**config.mk**
```make
export PLATFORM = sky130hd
export DESIGN_NAME = fpdi_top
export DESIGN_NICKNAME = d
export VERILOG_FILES = /design/src/rtl/fpdi_pkg.sv /design/src/rtl/fpdi_decode.sv /design/src/rtl/fpdi_divtrk.sv /design/src/rtl/fpdi_arbiter.sv /design/src/rtl/fpdi_top.sv
export SDC_FILE = /design/constraint.sdc
export NUM_CORES = 1
export LEC_CHECK = 0
export BUFFER_PORTS_ARGS = -buffer_cell sky130_fd_sc_hd__buf_4
export CORE_UTILIZATION = 45
export DETAILED_ROUTE_END_ITERATION = 6
export PLACE_DENSITY = 0.77
export SYNTH_ARGS = -nofsm -noshare
export SYNTH_HDL_FRONTEND = slang
export SYNTH_SLANG_ARGS = --single-unit
```
**constraint.sdc**
```tcl
create_clock -name clk -period 2 [get_ports clk]
set_clock_uncertainty 0.15 [all_clocks]
set_input_delay 0.4 -clock clk [delete_from_list [all_inputs] [get_ports clk]]
set_output_delay 0.4 -clock clk [all_outputs]
set_load 0.02 [all_outputs]
```
**src/rtl/fpdi_pkg.sv**
```systemverilog
// Package: shared class codes and pipe codes for the FP issue steering block.
// Assumes class codes are 3 bits wide and pipe selection is a single bit.
package fpdi_pkg;

    typedef enum logic [2:0] {
        FC_ADD  = 3'd0,
        FC_CMOV = 3'd1,
        FC_BR   = 3'd2,
        FC_MUL  = 3'd3,
        FC_CPY  = 3'd4,
        FC_DIV  = 3'd5,
        FC_RSV6 = 3'd6,
        FC_RSV7 = 3'd7
    } fp_cls_e;

    // Pipe codes; a pipe mask has bit 0 for the add pipe, bit 1 for multiply.
    localparam logic PIPE_ADD = 1'b0;
    localparam logic PIPE_MUL = 1'b1;

    localparam logic [1:0] MASK_NONE = 2'b00;
    localparam logic [1:0] MASK_ADD  = 2'b01;
    localparam logic [1:0] MASK_MUL  = 2'b10;
    localparam logic [1:0] MASK_ANY  = 2'b11;

endpackage

```
**src/rtl/fpdi_decode.sv**
```systemverilog
// Module: fpdi_decode
// Turns one slot's class code and precision bit into the set of pipes that
// may take it, a divide flag and its result latency. Purely combinational.
// Assumes reserved codes return an empty pipe mask and zero latency.
module fpdi_decode
    import fpdi_pkg::*;
#(
    parameter int LAT_ARITH  = 4,
    parameter int LAT_BRANCH = 1,
    parameter int DIV_SP_LAT = 15,
    parameter int DIV_DP_LAT = 22,
    parameter int LAT_W      = $clog2(DIV_DP_LAT + 1)
) (
    input  logic [2:0]       cls_i,
    input  logic             dbl_i,
    output logic [1:0]       mask_o,
    output logic             div_o,
    output logic [LAT_W-1:0] lat_o
);

    fp_cls_e cls;
    assign cls = fp_cls_e'(cls_i);

    // Per-class pipe mask, divide flag and latency lookup.
    always_comb begin
        mask_o = MASK_NONE;
        div_o  = 1'b0;
        lat_o  = '0;
        case (cls)
            FC_ADD, FC_CMOV: begin
                mask_o = MASK_ADD;
                lat_o  = LAT_W'(LAT_ARITH);
            end
            FC_BR: begin
                mask_o = MASK_ADD;
                lat_o  = LAT_W'(LAT_BRANCH);
            end
            FC_MUL: begin
                mask_o = MASK_MUL;
                lat_o  = LAT_W'(LAT_ARITH);
            end
            FC_CPY: begin
                mask_o = MASK_ANY;
                lat_o  = LAT_W'(LAT_ARITH);
            end
            FC_DIV: begin
                mask_o = MASK_ADD;
                div_o  = 1'b1;
                lat_o  = dbl_i ? LAT_W'(DIV_DP_LAT) : LAT_W'(DIV_SP_LAT);
            end
            default: begin
                mask_o = MASK_NONE;
                div_o  = 1'b0;
                lat_o  = '0;
            end
        endcase
    end

endmodule

```
**src/rtl/fpdi_divtrk.sv**
```systemverilog
// Module: fpdi_divtrk
// Tracks the non-pipelined divider with a down-counter. At a divide start
// it loads latency minus one; the divider is busy while the count is nonzero.
// Assumes the start pulse only comes when the divider is free.
module fpdi_divtrk #(
    parameter int DIV_SP_LAT = 15,
    parameter int DIV_DP_LAT = 22
) (
    input  logic clk,
    input  logic rst_n,
    input  logic start_i,
    input  logic dbl_i,
    output logic busy_o
);

    localparam int CNT_W = $clog2(DIV_DP_LAT);
    localparam logic [CNT_W-1:0] LOAD_SP = CNT_W'(DIV_SP_LAT - 1);
    localparam logic [CNT_W-1:0] LOAD_DP = CNT_W'(DIV_DP_LAT - 1);

    logic [CNT_W-1:0] remain_q;

    // Load on divide start, otherwise count down to zero.
    always_ff @(posedge clk) begin
        if (!rst_n) begin
            remain_q <= '0;
        end else if (start_i) begin
            remain_q <= dbl_i ? LOAD_DP : LOAD_SP;
        end else if (remain_q != '0) begin
            remain_q <= remain_q - 1'b1;
        end
    end

    assign busy_o = (remain_q != '0);

endmodule

```
**src/rtl/fpdi_arbiter.sv**
```systemverilog
// Module: fpdi_arbiter
// Grants the two slots in order and picks a pipe for each. Slot 0 is older;
// slot 1 may only go alongside slot 0 on the other pipe. A copy in slot 0
// yields the add pipe to a slot 1 that can only use the add pipe.
// Assumes pipe masks come from fpdi_decode (empty mask = reserved class).
module fpdi_arbiter
    import fpdi_pkg::*;
(
    input  logic       vld0_i,
    input  logic [1:0] mask0_i,
    input  logic       div0_i,
    input  logic       vld1_i,
    input  logic [1:0] mask1_i,
    input  logic       div1_i,
    input  logic       busy_i,
    output logic       go0_o,
    output logic       pipe0_o,
    output logic       go1_o,
    output logic       pipe1_o,
    output logic       stall_o
);

    logic elig0, elig1;
    logic blk0, blk1;

    // Eligibility: a valid, decodable slot whose divide is not blocked.
    always_comb begin
        blk0  = vld0_i && div0_i && busy_i;
        blk1  = vld1_i && div1_i && busy_i;
        elig0 = vld0_i && (mask0_i != MASK_NONE) && !blk0;
        elig1 = vld1_i && (mask1_i != MASK_NONE) && !blk1;
    end

    // Slot 0 pipe choice: a copy leaves the add pipe to an add-only slot 1.
    always_comb begin
        if (mask0_i == MASK_MUL) begin
            pipe0_o = PIPE_MUL;
        end else if (mask0_i == MASK_ANY && elig1 && mask1_i == MASK_ADD) begin
            pipe0_o = PIPE_MUL;
        end else begin
            pipe0_o = PIPE_ADD;
        end
    end

    // Grants: slot 1 follows slot 0 onto the pipe slot 0 leaves free.
    always_comb begin
        go0_o   = elig0;
        pipe1_o = ~pipe0_o;
        go1_o   = elig0 && elig1 && mask1_i[pipe1_o];
        stall_o = blk0 || (elig0 && blk1);
    end

endmodule

```
**src/rtl/fpdi_top.sv**
```systemverilog
// Module: fpdi_top
// Two-slot FP issue steering: decodes both slots, arbitrates pipes, and
// tracks the shared divider. Outputs are combinational from the inputs and
// the registered divider count; synchronous active-low reset.
module fpdi_top #(
    parameter int LAT_ARITH  = 4,
    parameter int LAT_BRANCH = 1,
    parameter int DIV_SP_LAT = 15,
    parameter int DIV_DP_LAT = 22,
    parameter int LAT_W      = $clog2(DIV_DP_LAT + 1)
) (
    input  logic             clk,
    input  logic             rst_n,
    input  logic             s0_vld,
    input  logic [2:0]       s0_cls,
    input  logic             s0_dbl,
    input  logic             s1_vld,
    input  logic [2:0]       s1_cls,
    input  logic             s1_dbl,
    output logic             s0_go,
    output logic             s0_pipe,
    output logic [LAT_W-1:0] s0_lat,
    output logic             s1_go,
    output logic             s1_pipe,
    output logic [LAT_W-1:0] s1_lat,
    output logic             div_stall
);

    localparam int SLOTS = 2;

    logic [2:0]       cls_a  [SLOTS];
    logic             dbl_a  [SLOTS];
    logic [1:0]       mask_a [SLOTS];
    logic             div_a  [SLOTS];
    logic [LAT_W-1:0] lat_a  [SLOTS];
    logic             busy;
    logic             div_start;
    logic             div_dbl;

    assign cls_a[0] = s0_cls;
    assign cls_a[1] = s1_cls;
    assign dbl_a[0] = s0_dbl;
    assign dbl_a[1] = s1_dbl;

    for (genvar g = 0; g < SLOTS; g++) begin : g_dec
        fpdi_decode #(
            .LAT_ARITH (LAT_ARITH),
            .LAT_BRANCH(LAT_BRANCH),
            .DIV_SP_LAT(DIV_SP_LAT),
            .DIV_DP_LAT(DIV_DP_LAT),
            .LAT_W     (LAT_W)
        ) u_dec (
            .cls_i (cls_a[g]),
            .dbl_i (dbl_a[g]),
            .mask_o(mask_a[g]),
            .div_o (div_a[g]),
            .lat_o (lat_a[g])
        );
    end

    fpdi_arbiter u_arb (
        .vld0_i (s0_vld),
        .mask0_i(mask_a[0]),
        .div0_i (div_a[0]),
        .vld1_i (s1_vld),
        .mask1_i(mask_a[1]),
        .div1_i (div_a[1]),
        .busy_i (busy),
        .go0_o  (s0_go),
        .pipe0_o(s0_pipe),
        .go1_o  (s1_go),
        .pipe1_o(s1_pipe),
        .stall_o(div_stall)
    );

    // Divider start: whichever granted slot carries a divide.
    always_comb begin
        div_start = (s0_go && div_a[0]) || (s1_go && div_a[1]);
        div_dbl   = (s0_go && div_a[0]) ? s0_dbl : s1_dbl;
    end

    fpdi_divtrk #(
        .DIV_SP_LAT(DIV_SP_LAT),
        .DIV_DP_LAT(DIV_DP_LAT)
    ) u_div (
        .clk    (clk),
        .rst_n  (rst_n),
        .start_i(div_start),
        .dbl_i  (div_dbl),
        .busy_o (busy)
    );

    assign s0_lat = lat_a[0];
    assign s1_lat = lat_a[1];

endmodule

```
# Word-level counts from Yosys, hierarchy flattened
# Index checks and enable logic that the tools add are counted.
[word_totals]
regBits = 5
input_bits = 12
[classes]
add_sub_neg = 1
order_cmp = 1
eq_ne = 13
n_mux = 16
bitwise = 1
reduce_logical = 29
[op_table]
columns = ["cell", "count"]
rows = [
  ["$pmux W5 S3", 2],
  ["$mux W5", 5],
  ["$reduce_or A4 Y1", 4],
  ["$logic_and A1 B1 Y1", 15],
  ["$eq A3 B2 Y1 const B", 4],
  ["$eq A3 B3 Y1 const B", 4],
  ["$pmux W2 S3", 2],
  ["$mux W1", 7],
  ["$eq A3 B1 Y1 const B", 2],
  ["$logic_not A3 Y1", 2],
  ["$reduce_bool A2 Y1", 3],
  ["$reduce_bool A5 Y1", 1],
  ["$sub A5 B1 Y5 const B", 1],
  ["$eq A2 B2 Y1 const B", 2],
  ["$eq A2 B1 Y1 const B", 1],
  ["$logic_not A1 Y1", 2],
  ["$logic_or A1 B1 Y1", 2],
  ["$lt A1 B2 Y1 const B", 1],
  ["$not A1 Y1", 1],
]

# Logic depth before layout (Yosys ltp)
[logic_depth]
word_depth = 17
depth_mapped = 7
ltp_nobuf = 6

# By module
# A second synthesis with hierarchy kept.
[unflattened]
cells_unflattened = 75
hier_area_um2 = 583.1
[modules_own_cells]
columns = ["mod", "n_inst", "cells_each", "area_each_um2", "seq_area_each_um2"]
rows = [
  ["fpdi_divtrk", 1, 29, 269.0, 100.1],
  ["fpdi_decode", 2, 14, 93.8, 0.0],
  ["fpdi_arbiter", 1, 14, 100.1, 0.0],
  ["fpdi_top", 1, 4, 26.3, 0.0],
]

# Worst setup path before layout
# No wires, ideal clock.
[synth_path]
kind = "register to output"
startpoint = "reg u_div.remain_q[0]"
endpoint = "out s1_go"
arrival_ps = 1633
t_required_ps = 1450
slack_ps = -183
stages_incl_launch_ff = 7
n_path_buf = 1
cell_sequence = "dfxtp_1 inv_1 ha_1 nor4b_2 buf_2 a21oi_1 a211oi_1"
[synth_via]
elab_chain_cells = 11
elab_cells_between_ends = 15
[synth_lines]
columns = ["element", "line_no", "rtl"]
rows = [
  ["start: declaration", "fpdi_divtrk.sv:20", "logic [CNT_W-1:0] remain_q;"],
  ["start signal: assignment", "fpdi_divtrk.sv:27", "remain_q <= dbl_i ? LOAD_DP : LOAD_SP;"],
  ["start signal: assignment", "fpdi_divtrk.sv:29", "remain_q <= remain_q - 1'b1;"],
  ["$reduce_bool A5 Y1 (*)", "fpdi_divtrk.sv:33", "assign busy_o = (remain_q != '0);"],
  ["$logic_and A1 B1 Y1", "fpdi_arbiter.sv:29", "blk1 = vld1_i && div1_i && busy_i;"],
  ["$logic_not A1 Y1", "fpdi_arbiter.sv:31", "elig1 = vld1_i && (mask1_i != MASK_NONE) && !blk1;"],
  ["$logic_and A1 B1 Y1", "fpdi_arbiter.sv:31", ""],
  ["$logic_and A1 B1 Y1 (2 in a row)", "fpdi_arbiter.sv:38", "end else if (mask0_i == MASK_ANY && elig1 && mask1_i == MASK_ADD) begin"],
  ["$mux W1", "fpdi_arbiter.sv:38", ""],
  ["$mux W1", "fpdi_arbiter.sv:36", "if (mask0_i == MASK_MUL) begin"],
  ["$mux W1 (implied by the code) (2 in a row)", "fpdi_arbiter.sv:49", "go1_o = elig0 && elig1 && mask1_i[pipe1_o];"],
  ["$logic_and A1 B1 Y1 (*)", "fpdi_arbiter.sv:49", ""],
  ["end: declaration", "fpdi_top.sv:23", "output logic s1_go,"],
]
# Mark *: on every way between the ends. The rest lies on a longest branch, timed or not. The select of a mux whose other input is x is not followed.

# Worst setup path in the final report
[layout_path]
startpoint = "reg u_div.remain_q[1]"
endpoint = "out s0_pipe"
[layout_via]
elab_chain_cells = 8
[layout_lines]
columns = ["element", "line_no", "rtl"]
rows = [
  ["$reduce_bool A5 Y1", "fpdi_divtrk.sv:33", ""],
  ["$logic_and A1 B1 Y1", "fpdi_arbiter.sv:29", ""],
  ["$logic_not A1 Y1", "fpdi_arbiter.sv:31", ""],
  ["$logic_and A1 B1 Y1", "fpdi_arbiter.sv:31", ""],
  ["$logic_and A1 B1 Y1 (2 in a row)", "fpdi_arbiter.sv:38", ""],
  ["$mux W1", "fpdi_arbiter.sv:38", ""],
  ["$mux W1", "fpdi_arbiter.sv:36", ""],
  ["end: declaration", "fpdi_top.sv:21", "output logic s0_pipe,"],
]
# No other way between the ends.

==> flow_summary.toml <==
[run_status]
status = "finished, violations left"
violations = "setup timing"

[finish]
top_register = "u_div.remain_q"
top_regs = "u_div.remain_q (5)"
regArea_um2 = 103
multi_input_area_um2 = 503
final_nets = 126
drive_gt1_share_pct = 50.5
syn_to_final_growth_pct = 57.5
final_area_um2 = 942
diodes = 0
utilization_pct = 80.4
fillers = 89
largest_reg_flops = 5

[flow_run]
cap_violations = 0

[floorplanning]
dieArea_mm2 = 0.00148
die_w_um = 38.5
row_count = 12
die_y_um = 38.5
pin_count = 27
start_util_pct = 51.1
core_area_mm2 = 0.00117

[worst_setup_path]
critPathSlowestCell = "dfxtp_2"
endpoint_kind = "primary output"
cp-start-kind = "register"
crit_fanout = 5
path_buf_inv = 2
cp_top_family = "simple AND/OR/NAND/NOR gates"
arrival_ns = 1.59
critPathMaxStageDelay_ns = 0.32
crit_chain = "inv_2, ha_4, nor4b_4, nand2_1, nand2_2, a41o_1, buf_6"
critical_path_class = "register to primary output"
cp.required_ns = 1.45

[timing]
timing.fmax_ghz = 0.466
rsz0062_at_grt = "yes"
final.period_utilization_pct = 107
max-slew-margin-rel_pct = 76.1
setup_viol = 4
hold_viol = 0
slew_viol_final = 0
tightest_slew_ns = 0.357
fin_setup_tns_ns = -0.366
fin_ws_ns = -0.144
period_needed_ns = 2.14

[synth]
synth.area.top_cells = "dfxtp_1 17%, inv_1 4.4%, nand2_1 4.4%, a21oi_1 4.2%, ha_1 4.2%"
ys_types = 38
yosysTopAreaCell = "dfxtp_1"
muxShareOfSynthArea_pct = 0
synth_common_cells = "7 x inv_1, 7 x nand2_1, 6 x nor2_1"
synth-simple-area-share_pct = 31.8
syn-num-nets = 89
synth_top_area_share_pct = 16.7
yosys_warnings = 0
syn_area_um2 = 598
ys.flop_type = "dfxtp_1"
ys_ff_latch = 5
syn_inst = 75
async_reset_ff_share_pct = 0
synth_xor_area_share_pct = 2.93
syn_avg_cell_area_um2 = 7.97
synth_fa_ha_area_share_pct = 4.18
synth_top_family_by_area = "compound AO/OA/AOI/OAI gates"
synth_compound_area_share_pct = 37.2
synth_edf_count = 0
ys_seq_area_share_pct = 16.7

[routing]
ant_nets = 0
drt_pass1_iterations = 4
wl_per_cell_um = 14.1
first_iter_violations = 37
vias_per_cell = 5.91
wl_um = 1770
num_vias = 739
route.detailed.drc = 0

[global_routing]
grt_start_max_net_pins = 11
antenna_found_initial = 0
overflow = 0
first_global_vias = 628
grt_use_total_pct = 25.6
grt_pass1_wl_um = 2620

[placed_design]
numPortBuffers = 26
gp_congestion = 0.868
place_area_um2 = 852
hpwl_um = 1190

[cts]
htree_levels = 1
numCtsBuffers = 3
clock_path_buffers = 2
cts_root_buffer = "clkbuf_4"
clock-sinks = 5
cts_tree = "yes"
worst_skew_pair.late_latency_ns = 0.25
path_clk_slew_ns = 0.04

[pwr]
power_density_mw_per_mm2 = 1040
leakage_nw = 0.441
ir_drop_uv = 754
p_total_uw = 979

[worst_hold_path]
hold_class = "input port to register"
worst register-to-register path, cell delays in order, from the launching register on:
cell and delay [ns]:
dfxtp_2 0.32, inv_2 0.07, ha_4 0.13, nor4b_4 0.29, buf_4 0.19, buf_6 0.12
nand2_4 0.06, o31ai_4 0.36, nor4_1 0.10
cell type report:
cell class                 instances  area share [%]
inverter                           7            2.79
timing repair buffer              34            28.3
tap                               14            1.86
clock buffer                       4            2.79
sequential                         5            10.9
multi-input combinational         61            53.4
cell usage in the layout (no fill, tap or decap), types with 2 or more instances in the layout:
cell	count
buf_4	31
nor2_1	6
inv_1	5
nand2_1	5
a21oi_1	4
o21ai_0	4
and2_1	3
nor3_1	3
clkbuf_4	3
buf_6	3
dfxtp_1	3
inv_2	2
nand3_1	2
a211oi_2	2
o32ai_1	2
o21a_1	2
dfxtp_2	2
cell families after synthesis:
logic type,count (synthesis)
AOI/OAI and AO/OA,27
xor gates and xnor gates,2
adders and majority gates,2
buffers and inverters,9
DFF,5
and+or+nand+nor,30
metal layers:
layer,wire (µm),track usage (%),share of wire (%)
met1,779,33.7,44
met2,825,41.5,47
met3,161,5.23,9.1
met4,0,7.76,0
met5,0,0,0
through the flow:
step / hold slack [ns] / std cells / setup slack, ns
after floorplan: 0.367 / 75 / 0.00509
after CTS: 0.249 / 125 / -0.0886
after global routing: 0.249 / 125 / -0.213
after detailed placement: 0.449 / 119 / 0.0509
final: 0.248 / 125 / -0.144
after global placement: 0.438 / 119 / 0.0908
power by group:
group	total, mW	switching [mW]	internal (mW)	leakage, nW
combinational	0.644	0.311	0.334	0.384
sequential	0.215	0.0635	0.151	0.0420
clock	0.120	0.0445	0.0756	0.0150
final timing paths:
kind | startpoint | to | slack [ns] | depth (start not counted)
max | u_div.remain_q[1]$_SDFFE_PN0P_ | s0_pipe | -0.14 | 7
min | rst_n | u_div.remain_q[1]$_SDFFE_PN0P_ | 0.25 | 2
max reg2reg | u_div.remain_q[1]$_SDFFE_PN0P_ | u_div.remain_q[0]$_SDFFE_PN0P_ | 0.08 | 8
min reg2reg | u_div.remain_q[0]$_SDFFE_PN0P_ | u_div.remain_q[0]$_SDFFE_PN0P_ | 0.54 | 3
repair_timing:
| action | CTS | global route |
|---|---|---|
| hold buffers | 0 | 0 |
| endpoints found under the setup margin | 5 | 8 |
| gates cloned | 0 | 0 |
| endpoints found under the hold margin | 0 | 0 |
| resized for setup | 10 | 5 |
| pin swaps | 5 | 8 |
| buffers inserted | 3 | 0 |
(Power assumes the default switching activity.)
